[config.mk]
export PLATFORM = sky130hd
export DESIGN_NAME = ext_irq_cond
export DESIGN_NICKNAME = d
export VERILOG_FILES = /design/src/rtl/ext_irq_pkg.sv /design/src/rtl/irq_pin_sync.sv /design/src/rtl/irq_chan.sv /design/src/rtl/ext_irq_cond.sv
export SDC_FILE = /design/constraint.sdc
export NUM_CORES = 1
export LEC_CHECK = 0
export ABC_AREA = 1
export ABC_CLOCK_PERIOD_IN_PS = 1140
export CAP_MARGIN = 10
export CORE_AREA = 2 2 39 41
export CTS_CLUSTER_DIAMETER = 40
export CTS_CLUSTER_SIZE = 16
export DETAILED_ROUTE_END_ITERATION = 8
export DIE_AREA = 0 0 41 43
export PLACE_DENSITY_LB_ADDON = 0.15
export SETUP_SLACK_MARGIN = 0.15
export SLEW_MARGIN = 20
export SYNTH_ARGS = -nofsm -noshare
export SYNTH_HDL_FRONTEND = slang
export SYNTH_SLANG_ARGS = --single-unit
[constraint.sdc]
create_clock -name clk -period 1.14 [get_ports clk]
set_clock_uncertainty 0.2 [all_clocks]
set_input_delay 0.228 -clock clk [delete_from_list [all_inputs] [get_ports clk]]
set_output_delay 0.228 -clock clk [all_outputs]
set_load 0.02 [all_outputs]
[src/rtl/ext_irq_pkg.sv]
// Shared definitions for the external interrupt pin conditioner.
// Assumes: one trigger-mode bit per pin, where 1 selects edge operation.
package ext_irq_pkg;

    typedef enum logic {
        TRIG_LEVEL = 1'b0,
        TRIG_EDGE  = 1'b1
    } trig_mode_e;

    // Idle (inactive) level of an active-low pin.
    localparam logic PIN_IDLE = 1'b1;

endpackage

[src/rtl/irq_pin_sync.sv]
// Multi-stage synchronizer for one raw asynchronous pin.
// Assumes: STAGES >= 2. Every stage resets to the idle (high) level so that
// reset never looks like an asserted request.
module irq_pin_sync
    import ext_irq_pkg::*;
#(
    parameter int STAGES = 2
) (
    input  logic clk,
    input  logic rst_n,
    input  logic pin_raw,
    output logic pin_sync
);

    logic [STAGES-1:0] chain_q;

    // Shift the raw pin through the synchronizer chain.
    always_ff @(posedge clk) begin
        if (!rst_n) begin
            chain_q <= {STAGES{PIN_IDLE}};
        end else begin
            chain_q <= {chain_q[STAGES-2:0], pin_raw};
        end
    end

    assign pin_sync = chain_q[STAGES-1];

endmodule

[src/rtl/irq_chan.sv]
// Pending-flag logic for one synchronized active-low interrupt pin.
// Level mode: the flag is the inverted synchronized pin and is never stored.
// Edge mode: a 1->0 transition latches the flag. The priority is
// edge > software write > acknowledge. A mode change clears the latched flag
// and masks edge detection for one cycle.
// Assumes: pin_s is already synchronized to clk.
module irq_chan
    import ext_irq_pkg::*;
(
    input  logic       clk,
    input  logic       rst_n,
    input  logic       pin_s,
    input  trig_mode_e mode,
    input  logic       ack,
    input  logic       wr,
    input  logic       wdata,
    output logic       pend,
    output logic       fall
);

    logic       prev_q;
    trig_mode_e mode_q;
    logic       flag_q;
    logic       flag_d;
    logic       mode_steady;

    // Track the previous synchronized sample and the previous mode.
    always_ff @(posedge clk) begin
        if (!rst_n) begin
            prev_q <= PIN_IDLE;
            mode_q <= TRIG_LEVEL;
        end else begin
            prev_q <= pin_s;
            mode_q <= mode;
        end
    end

    // Edge detection is only trusted once the mode has been stable for a cycle.
    assign mode_steady = (mode == TRIG_EDGE) && (mode_q == TRIG_EDGE);
    assign fall        = mode_steady && prev_q && !pin_s;

    // Next-state choice for the latched edge flag.
    always_comb begin
        flag_d = flag_q;
        if (mode != TRIG_EDGE || mode_q != TRIG_EDGE) begin
            flag_d = 1'b0;
        end else if (fall) begin
            flag_d = 1'b1;
        end else if (wr) begin
            flag_d = wdata;
        end else if (ack) begin
            flag_d = 1'b0;
        end
    end

    // Hold the latched edge flag.
    always_ff @(posedge clk) begin
        if (!rst_n) begin
            flag_q <= 1'b0;
        end else begin
            flag_q <= flag_d;
        end
    end

    // Present either the stored flag or the live inverted pin.
    assign pend = (mode == TRIG_EDGE) ? flag_q : !pin_s;

endmodule

[src/rtl/ext_irq_cond.sv]
// Top of the external interrupt pin conditioner: NUM_PINS channels, each
// with its own synchronizer and pending-flag logic.
// Assumes: pins are asynchronous and active-low, and vec_ack is a one-cycle
// pulse from the interrupt controller.
module ext_irq_cond
    import ext_irq_pkg::*;
#(
    parameter int NUM_PINS    = 2,
    parameter int SYNC_STAGES = 2
) (
    input  logic                clk,
    input  logic                rst_n,
    input  logic [NUM_PINS-1:0] pin_n,
    input  logic [NUM_PINS-1:0] edge_mode,
    input  logic [NUM_PINS-1:0] vec_ack,
    input  logic [NUM_PINS-1:0] sw_wr,
    input  logic [NUM_PINS-1:0] sw_data,
    output logic [NUM_PINS-1:0] pend
);

    logic [NUM_PINS-1:0] pin_sync;
    logic [NUM_PINS-1:0] fall_det;

    for (genvar g = 0; g < NUM_PINS; g++) begin : g_chan
        irq_pin_sync #(.STAGES(SYNC_STAGES)) u_sync (
            .clk      (clk),
            .rst_n    (rst_n),
            .pin_raw  (pin_n[g]),
            .pin_sync (pin_sync[g])
        );

        irq_chan u_chan (
            .clk   (clk),
            .rst_n (rst_n),
            .pin_s (pin_sync[g]),
            .mode  (trig_mode_e'(edge_mode[g])),
            .ack   (vec_ack[g]),
            .wr    (sw_wr[g]),
            .wdata (sw_data[g]),
            .pend  (pend[g]),
            .fall  (fall_det[g])
        );
    end

endmodule

## Word level (Yosys, flattened, before mapping)

Cells that the tools add are included.

- Bits in registers: 10
- Latch bits: 0
- RAM bits: 0
- Memory bits (read-only): 0
- Bits of input ports: 12
- Output and inout bits: 2
- Logic and storage cells: 35
- Memories: 0

- Add/subtract/negate cells: 0
- Multiply operators: 0
- Div/mod/pow operators: 0
- Magnitude comparators: 0
- Equality and inequality tests: 0
- Shift operators: 0
- Multiplexer cells: 8
- Bitwise operators: 5
- Reductions and logical operators: 14

Operators by type and width:

| kind | number |
|---|---|
| $mux W1 | 8 |
| $logic_and A1 B1 Y1 | 6 |
| $reduce_bool A3 Y1 | 2 |
| $not A1 Y1 | 5 |
| $reduce_or A2 Y1 | 2 |
| $logic_not A1 Y1 | 2 |
| $logic_or A1 B1 Y1 | 2 |

## Depth between registers and ports, before layout

Gate-level depths: netlist of run 1.

- Depth in word-level cells: 4
- Depth in mapped cells: 5
- Gate-level depth less buffers: 5

## Modules after synthesis

Synthesis of run 1 repeated with hierarchy kept, for this count alone.

- Cell total of the unflattened synthesis: 52
- Area, all modules: 370.4 µm²

Modules (own cells, without submodules):

| module | instances | cells an instance | area each (µm²) | seq. area each (µm²) |
|---|---|---|---|---|
| irq_chan | 2 | 20 | 130.1 | 60.1 |
| irq_pin_sync | 2 | 6 | 55.1 | 40.0 |

## Worst setup path after synthesis of run 1

No wires, ideal clock.

- Kind: register to output
- Start: register g_chan[0].u_sync.chain_q[1]
- End: output pend[0]
- Arrival: 0.581 ns
- Required time: 0.712 ns
- Setup slack: 0.131 ns
- Stages on the path, launching flop included: 3
- Buffers on the path: 1
- Cell sequence: dfxtp_1 -> o21ai_0 -> buf_4

- Cells in the longest elaborated chain, start to end: 2

RTL lines:

| what | line | text |
|---|---|---|
| start: declaration | irq_pin_sync.sv:15 | `logic [STAGES-1:0] chain_q;` |
| start signal: assignment | irq_pin_sync.sv:20 | `chain_q <= {STAGES{PIN_IDLE}};` |
| start signal: assignment | irq_pin_sync.sv:22 | `chain_q <= {chain_q[STAGES-2:0], pin_raw};` |
| $logic_not A1 Y1 | irq_chan.sv:66 | `assign pend = (mode == TRIG_EDGE) ? flag_q : !pin_s;` |
| $mux W1 | irq_chan.sv:66 |  |
| end: declaration | ext_irq_cond.sv:18 | `output logic [NUM_PINS-1:0] pend` |

Every way passes these cells.

## Worst setup path after layout of run 1

- Start: register g_chan[1].u_chan.flag_q
- End: output pend[1]

- Cells in the longest elaborated chain, start to end: 1

RTL lines:

| what | line | text |
|---|---|---|
| start: declaration | irq_chan.sv:23 | `logic flag_q;` |
| start signal: assignment | irq_chan.sv:61 | `flag_q <= flag_d;` |
| $mux W1 | irq_chan.sv:66 |  |

Every way passes these cells.

==> results_tabular.tex, run 1 <==
\begin{tabular}{lr}
\hline
Metric & Value \\
\hline
\multicolumn{2}{l}{\textbf{Timing}} \\
Setup violations, final & 2 \\
Worst slew margin relative to its limit & 91.9\% \\
Shortest period the worst path allows & 1.28 ns \\
Highest achievable clock rate & 782 MHz \\
Setup slack of the critical path after layout & -0.139 ns \\
Period utilization & 112\% \\
Final Hold Viols & 0 \\
RSZ-0062 raised after global routing & yes \\
Slew of the pin with the lowest slew margin & 0.121 ns \\
Slew Limit Fails & 0 \\
\multicolumn{2}{l}{\textbf{Pwr}} \\
Clock network power share & 41.1\% \\
Internal power summed over all cells & 0.608 mW \\
Worst vdd rail ir drop & 0.000519 V \\
Switching Power & 0.161 mW \\
Register share of total power & 47.8\% \\
Combinational share of power & 11.1\% \\
Switch share & 21.0\% \\
Leak & 0.300 nW \\
Power density over the cells & 1320 nW/um\^{}2 \\
\multicolumn{2}{l}{\textbf{Clock network}} \\
Clock net sink count & 10 \\
Clock buffer count from CTS & 3 \\
Deepest clock path buffer count & 2 \\
TritonCTS clock tree & done \\
Source-to-sink clock delay at the later pin of the worst-skew pair & 0.26 ns \\
Count of buffers added by post-CTS timing repair for setup & 0 \\
Maximum level of the CTS H-tree & 1 \\
Clock slew at the register clock pins of the worst setup and hold paths & 0.07 ns \\
Clock root buffer master & clkbuf\_4 \\
Number of hold buffers added after cts & 0 \\
\multicolumn{2}{l}{\textbf{Routing}} \\
Detailed-route via count & 319 \\
Routed wire length & 639 um \\
DR vias/cell & 3.75 \\
DRC violation count after routing & 0 \\
Antenna violation net count after detailed routing & 0 \\
Number of detailed-route iterations in the first pass & 2 \\
Drt first-iter violations & 5 \\
Wire per inst & 7.52 um \\
\multicolumn{2}{l}{\textbf{Outcome}} \\
Failing checks & setup timing \\
Result of the run & finished, violations left \\
\multicolumn{2}{l}{\textbf{Synth}} \\
Largest cells by area after synthesis & dfxtp\_1 (52\%), nand2\_1 (16\%), inv\_1 (7.8\%) \\
Number of register bits inferred by synthesis & 10 \\
Yosys top cell by area & dfxtp\_1 \\
Yosys synthesis warning count & 0 \\
Portion of synthesized cell area occupied by the leading cell type & 52.1\% \\
Syn Std Cell Area & 384 um\^{}2 \\
Post-synth net total & 63 \\
Mapped Cells & 51 \\
Netlist cell types & 10 \\
Proportion of synthesized chip area in sequential cells & 52.1\% \\
Post-synthesis area per instance & 7.53 um\^{}2 \\
\multicolumn{2}{l}{\textbf{Critical path}} \\
Arrival time of the worst setup path & 0.85 ns \\
Worst endpoint required time & 0.71 ns \\
WS Path Type & flip-flop to primary output \\
Max stage delay on crit path & 0.33 ns \\
Worst path cell trace & nand2\_1 -> o21ai\_1 -> buf\_4 \\
Cell with the largest stage delay on the worst path & dfxtp\_2 \\
CP startpoint kind & flip-flop \\
CP Max Fanout & 2 \\
Capturing element type of the critical path & primary output \\
\multicolumn{2}{l}{\textbf{Die}} \\
Effective utilization at floorplan & 27.8\% \\
Die H & 43 um \\
Total number of placement rows & 14 \\
Die footprint & 1760 um\^{}2 \\
Horizontal extent of the die & 41 um \\
Boundary Pins & 14 \\
Std-Cell Core Area & 1380 um\^{}2 \\
\multicolumn{2}{l}{\textbf{GRT}} \\
Wire length of the first global-routing pass & 1060 um \\
Largest net degree at the start of global routing & 7 \\
Met3 layer usage reported by global route & 3.14\% \\
Total GRT Usage & 10.0\% \\
Antenna violations before repair & 0 \\
Number of global-route vias before repair & 270 \\
Met1 GRT Util & 11.5\% \\
Overflow left after global routing & 0 \\
GRT Max-Usage Layer & met4 \\
Met2 track demand over resource in global routing & 11.6\% \\
\multicolumn{2}{l}{\textbf{Job}} \\
Number of maximum-capacitance constraint violations & 0 \\
\multicolumn{2}{l}{\textbf{Layout}} \\
Highest-count cells in the layout ignoring fill and taps & nand2\_1 (16), inv\_1 (8), dfxtp\_1 (6), clkdlybuf4s50\_1 (6) \\
Post-synthesis to final-layout area growth & 51.1\% \\
Antenna diode count & 0 \\
Non-filler cells, final & 85 \\
Count of nets after finishing & 82 \\
Most common cell after layout, fill and taps aside & nand2\_1 \\
Proportion of layout cells with a drive suffix above 1 & 34.8\% \\
\multicolumn{2}{l}{\textbf{Placement}} \\
IO buf count & 13 \\
Final weighted congestion in routability-driven placement & 0.626 \\
Setup slack at placement & -0.759 ns \\
HPWL reported at the end of detailed placement & 471 um \\
Total instance count after detailed placement & 81 \\
\multicolumn{2}{l}{\textbf{Min path}} \\
Kind of path behind the tightest hold check & input pin to flip-flop \\
\hline
\end{tabular}
## flip-flops by register name, indices dropped and copies added, names as in the netlist
signal	cells
g_chan.u_chan.flag_q	2
g_chan.u_chan.mode_q	2
g_chan.u_chan.prev_q	2
g_chan.u_sync.chain_q	4
## layout make-up
| class | count | area (um^2) |
|---|---|---|
| inverter | 10 | 38.8 |
| sequential | 10 | 205 |
| multi-input combinational | 28 | 128 |
| timing repair buffer | 17 | 153 |
| tap | 16 | 20.0 |
| clock buffer | 4 | 36.3 |
| fill | 155 | 803 |
## final timing paths
kind                                                   from                     endpoint  slack (ns)  depth (start not counted)
worst max-delay path                g_chan[1].u_chan.flag_q                      pend[1]       -0.14                          3
worst min-delay path                                  rst_n  g_chan[1].u_sync.chain_q[1]        0.18                          3
worst max register to register  g_chan[0].u_sync.chain_q[1]      g_chan[0].u_chan.flag_q        0.22                          5
worst min register to register  g_chan[0].u_sync.chain_q[0]  g_chan[0].u_sync.chain_q[1]        0.20                          2
## synth_stat cells (all sizes together)
master  count
nand2      20
nor2        6
dfxtp      10
clkinv      1
o21ai       2
buf         3
inv         9
## cell families (layout without fill, tap and decap cells)
logic type      Yosys count  in the layout  synth area share (%)
simple gates             26             26                  29.3
buf+inv                  13             31                  16.0
flops                    10             10                  52.1
compound gates            2              2                  2.61
## through the flow
stage                     setup TNS [ns]  cell area, um^2  utilization [%]  total power, mW  hold slack (ns)
after floorplan                        0              384                -            0.412            0.113
after global routing              -0.452              581             42.0            0.818            0.203
final                             -0.271              581             42.0            0.769            0.183
after CTS                         -0.314              573             41.4            0.787            0.179
after detailed placement           -2.35              542             39.2            0.466            0.191
after global placement             -2.32              542             39.2            0.465            0.185
## power by group through the flow
stage	clock (mW)	combinational, mW	sequential, mW
2_1_floorplan	0	0.0374	0.374
3_3_place_gp	0	0.0902	0.375
3_5_place_dp	0	0.0904	0.375
4_1_cts	0.335	0.0847	0.367
5_1_grt	0.353	0.0964	0.369
6_report	0.316	0.0853	0.368
## repair_timing
item / in CTS / in global routing
resized for setup: 18 / 4
hold endpoints to repair: 0 / 0
setup endpoints to repair: 4 / 4
pin swaps: 3 / 0
## critical path, delay by kind of cell (launching register included)
kind | cells | cell delay, ns
AO/OA/AOI/OAI | 1 | 0.07
flip-flops | 1 | 0.33
AND/OR/NAND/NOR | 1 | 0.04
buffers and inverters | 1 | 0.15
## routing by layer
| metal | vias up | wire [um] |
|---|---|---|
| li1 | 178 | - |
| met1 | 132 | 289 |
| met2 | 7 | 291 |
| met3 | 2 | 41 |
| met4 | 0 | 15 |
| met5 | - | 0 |
Note: power is estimated with default switching activity, not from simulation.
==> run 2, diff against run 1 <==
--- a/config.mk
+++ b/config.mk
@@ -13,7 +13,7 @@
 export CTS_CLUSTER_SIZE = 16
 export DETAILED_ROUTE_END_ITERATION = 8
 export DIE_AREA = 0 0 41 43
-export PLACE_DENSITY_LB_ADDON = 0.15
+export PLACE_DENSITY = 0.53
 export SETUP_SLACK_MARGIN = 0.15
 export SLEW_MARGIN = 20
 export SYNTH_ARGS = -nofsm -noshare
==> run 2 against run 1 <==
  * The flow still finishes with violations (setup timing)
  * Register-to-register slack about the same
  * Cell area shrank 1.1%
  * Via count increased by 1.6%
  * Critical endpoint unchanged
==> results_tabular.tex, run 2 (same netlist as run 1, synthesis figures left out) <==
\begin{tabular}{lr}
\hline
Metric & Value \\
\hline
\multicolumn{2}{l}{\textbf{Layout}} \\
Number of filler instances in the final layout & 170 \\
Count of nets after finishing & 82 \\
Max reg flops & 4 \\
Highest-count cells in the layout ignoring fill and taps & nand2\_1 (16), inv\_1 (8), dfxtp\_1 (6), clkdlybuf4s50\_1 (6), dlygate4sd2\_1 (5) \\
Post-synthesis to final-layout area growth & 49.5\% \\
Antenna diode count & 0 \\
Utilization of the core after routing & 41.5\% \\
Non-filler cells, final & 84 \\
Proportion of layout cells with a drive suffix above 1 & 35.3\% \\
Most common cell after layout, fill and taps aside & nand2\_1 \\
Largest Register & g\_chan.u\_sync.chain\_q \\
Area of the multi-input gates & 131 um\^{}2 \\
Area of all sequential standard cells & 205 um\^{}2 \\
\multicolumn{2}{l}{\textbf{Die}} \\
Effective utilization at floorplan & 27.8\% \\
Std-Cell Core Area & 1380 um\^{}2 \\
Die footprint & 1760 um\^{}2 \\
Boundary Pins & 14 \\
Die H & 43 um \\
Total number of placement rows & 14 \\
Horizontal extent of the die & 41 um \\
\multicolumn{2}{l}{\textbf{Routing}} \\
DRC violation count after routing & 0 \\
Wire per inst & 7.13 um \\
Antenna violation net count after detailed routing & 0 \\
Number of detailed-route iterations in the first pass & 4 \\
Routed wire length & 599 um \\
Drt first-iter violations & 5 \\
DR vias/cell & 3.86 \\
Detailed-route via count & 324 \\
\multicolumn{2}{l}{\textbf{Placement}} \\
Final weighted congestion in routability-driven placement & 0.579 \\
HPWL reported at the end of detailed placement & 472 um \\
IO buf count & 13 \\
Total instance count after detailed placement & 81 \\
\multicolumn{2}{l}{\textbf{Min path}} \\
Hold path startpoint & rst\_n \\
Kind of path behind the tightest hold check & input pin to flip-flop \\
\multicolumn{2}{l}{\textbf{GRT}} \\
Number of global-route vias before repair & 291 \\
Wire length of the first global-routing pass & 972 um \\
Total GRT Usage & 8.97\% \\
Overflow left after global routing & 0 \\
Largest net degree at the start of global routing & 6 \\
Antenna violations before repair & 0 \\
\multicolumn{2}{l}{\textbf{Critical path}} \\
Max stage delay on crit path & 0.32 ns \\
Worst endpoint required time & 0.71 ns \\
WS Path Type & flip-flop to primary output \\
Cell with the largest stage delay on the worst path & dfxtp\_2 \\
Critical Path End & pend[1] \\
Crit path depth & 3 \\
Capturing element type of the critical path & primary output \\
CP Max Fanout & 2 \\
CP startpoint kind & flip-flop \\
R2R depth & 5 \\
Arrival time of the worst setup path & 0.84 ns \\
Launching element of the worst setup path & g\_chan[1].u\_chan.flag\_q \\
Critical path buffers and inverters & 1 \\
Endpoint of the worst register-to-register path & g\_chan[1].u\_chan.flag\_q \\
Critical register-to-register path startpoint & g\_chan[1].u\_sync.chain\_q[1] \\
Worst path cell trace & nand2\_1 -> o21ai\_1 -> buf\_4 \\
Worst path top cell family by delay & flip-flops \\
Reg-to-reg setup timing slack & 0.21 ns \\
\multicolumn{2}{l}{\textbf{Timing}} \\
Worst slew margin relative to its limit & 91.6\% \\
RSZ-0062 raised after global routing & yes \\
Setup slack of the critical path after layout & -0.133 ns \\
Slew of the pin with the lowest slew margin & 0.125 ns \\
Slew Limit Fails & 0 \\
Setup violations, final & 2 \\
Period utilization & 112\% \\
Highest achievable clock rate & 786 MHz \\
Final Hold Viols & 0 \\
Shortest period the worst path allows & 1.27 ns \\
\multicolumn{2}{l}{\textbf{Clock network}} \\
Maximum level of the CTS H-tree & 1 \\
Clock buffer count from CTS & 3 \\
Source-to-sink clock delay at the later pin of the worst-skew pair & 0.26 ns \\
Clock net sink count & 10 \\
Deepest clock path buffer count & 2 \\
Count of buffers added by post-CTS timing repair for setup & 0 \\
Clock root buffer master & clkbuf\_4 \\
Clock slew at the register clock pins of the worst setup and hold paths & 0.06 ns \\
Number of hold buffers added after cts & 0 \\
TritonCTS clock tree & done \\
\multicolumn{2}{l}{\textbf{Pwr}} \\
Worst vdd rail ir drop & 0.000414 V \\
Power density over the cells & 1190 nW/um\^{}2 \\
Leak & 0.295 nW \\
\multicolumn{2}{l}{\textbf{Outcome}} \\
Failing checks & setup timing \\
Result of the run & finished, violations left \\
\multicolumn{2}{l}{\textbf{Job}} \\
Number of maximum-capacitance constraint violations & 0 \\
\hline
\end{tabular}
[run 2: layout make-up]
cell class / count / area share (%)
multi-input cells: 28 / 22.9
clock buffers: 3 / 3.92
inverters: 10 / 6.75
repair buffers: 17 / 27.2
flip-flops and latches: 10 / 35.7
well taps: 16 / 3.49
[run 2: per-layer routing]
layer  wire length [um]  global-route usage (%)
met5                  0                       0
met4                 19                    14.0
met3                 36                    1.57
met2                303                    12.2
met1                240                    8.47
[run 2: timing repair]
item                                   in CTS  in global routing
endpoints found under the hold margin       0                  0
setup endpoints to repair                   4                  4
pin swaps                                   3                  1
gates resized for setup                    18                  6
[run 2: how the worst min path moves through the flow]
stage                                              to  slack [ns]  cells past startpoint
after floorplan           g_chan[0].u_sync.chain_q[0]        0.11                      2
after global placement    g_chan[1].u_sync.chain_q[1]        0.18                      2
after detailed placement  g_chan[0].u_sync.chain_q[1]        0.19                      2
after CTS                 g_chan[1].u_sync.chain_q[0]        0.19                      3
after global routing          g_chan[1].u_chan.prev_q        0.21                      3
final                     g_chan[1].u_sync.chain_q[1]        0.19                      3
[run 2: stage by stage]
| step | total power, mW | worst slack (ns) | hold WS [ns] | setup TNS, ns | cell area (um^2) |
|---|---|---|---|---|---|
| floorplan | 0.412 | 0.165 | 0.113 | 0 | 384 |
| global placement | 0.465 | -0.771 | 0.182 | -2.42 | 542 |
| detailed placement | 0.466 | -0.760 | 0.193 | -2.44 | 542 |
| CTS | 0.695 | -0.152 | 0.195 | -0.300 | 559 |
| global route | 0.726 | -0.184 | 0.212 | -0.348 | 574 |
| finish | 0.682 | -0.133 | 0.191 | -0.252 | 574 |
[run 2: worst register-to-register path, stage by stage, from the launching register on]
cell	delay [ns]
dfxtp_2	0.32
inv_1	0.05
nand2_1	0.05
nand2_1	0.06
nor2_2	0.12
nor2_2	0.03
[run 2: power by group]
| part | switching (mW) | total [mW] | internal (mW) |
|---|---|---|---|
| combinational | 0.0351 | 0.0874 | 0.0524 |
| clock | 0.105 | 0.226 | 0.121 |
| sequential | 0.00482 | 0.368 | 0.364 |
| total | 0.145 | 0.682 | 0.537 |
==> run 3, diff against run 2 <==
--- a/config.mk
+++ b/config.mk
@@ -13,6 +13,7 @@
 export CTS_CLUSTER_SIZE = 16
 export DETAILED_ROUTE_END_ITERATION = 8
 export DIE_AREA = 0 0 41 43
+export HOLD_SLACK_MARGIN = 0.02
 export PLACE_DENSITY = 0.53
 export SETUP_SLACK_MARGIN = 0.15
 export SLEW_MARGIN = 20
==> results of run 3 <==
Same layout as run 2: the final DEF is identical, and so are final timing and power.
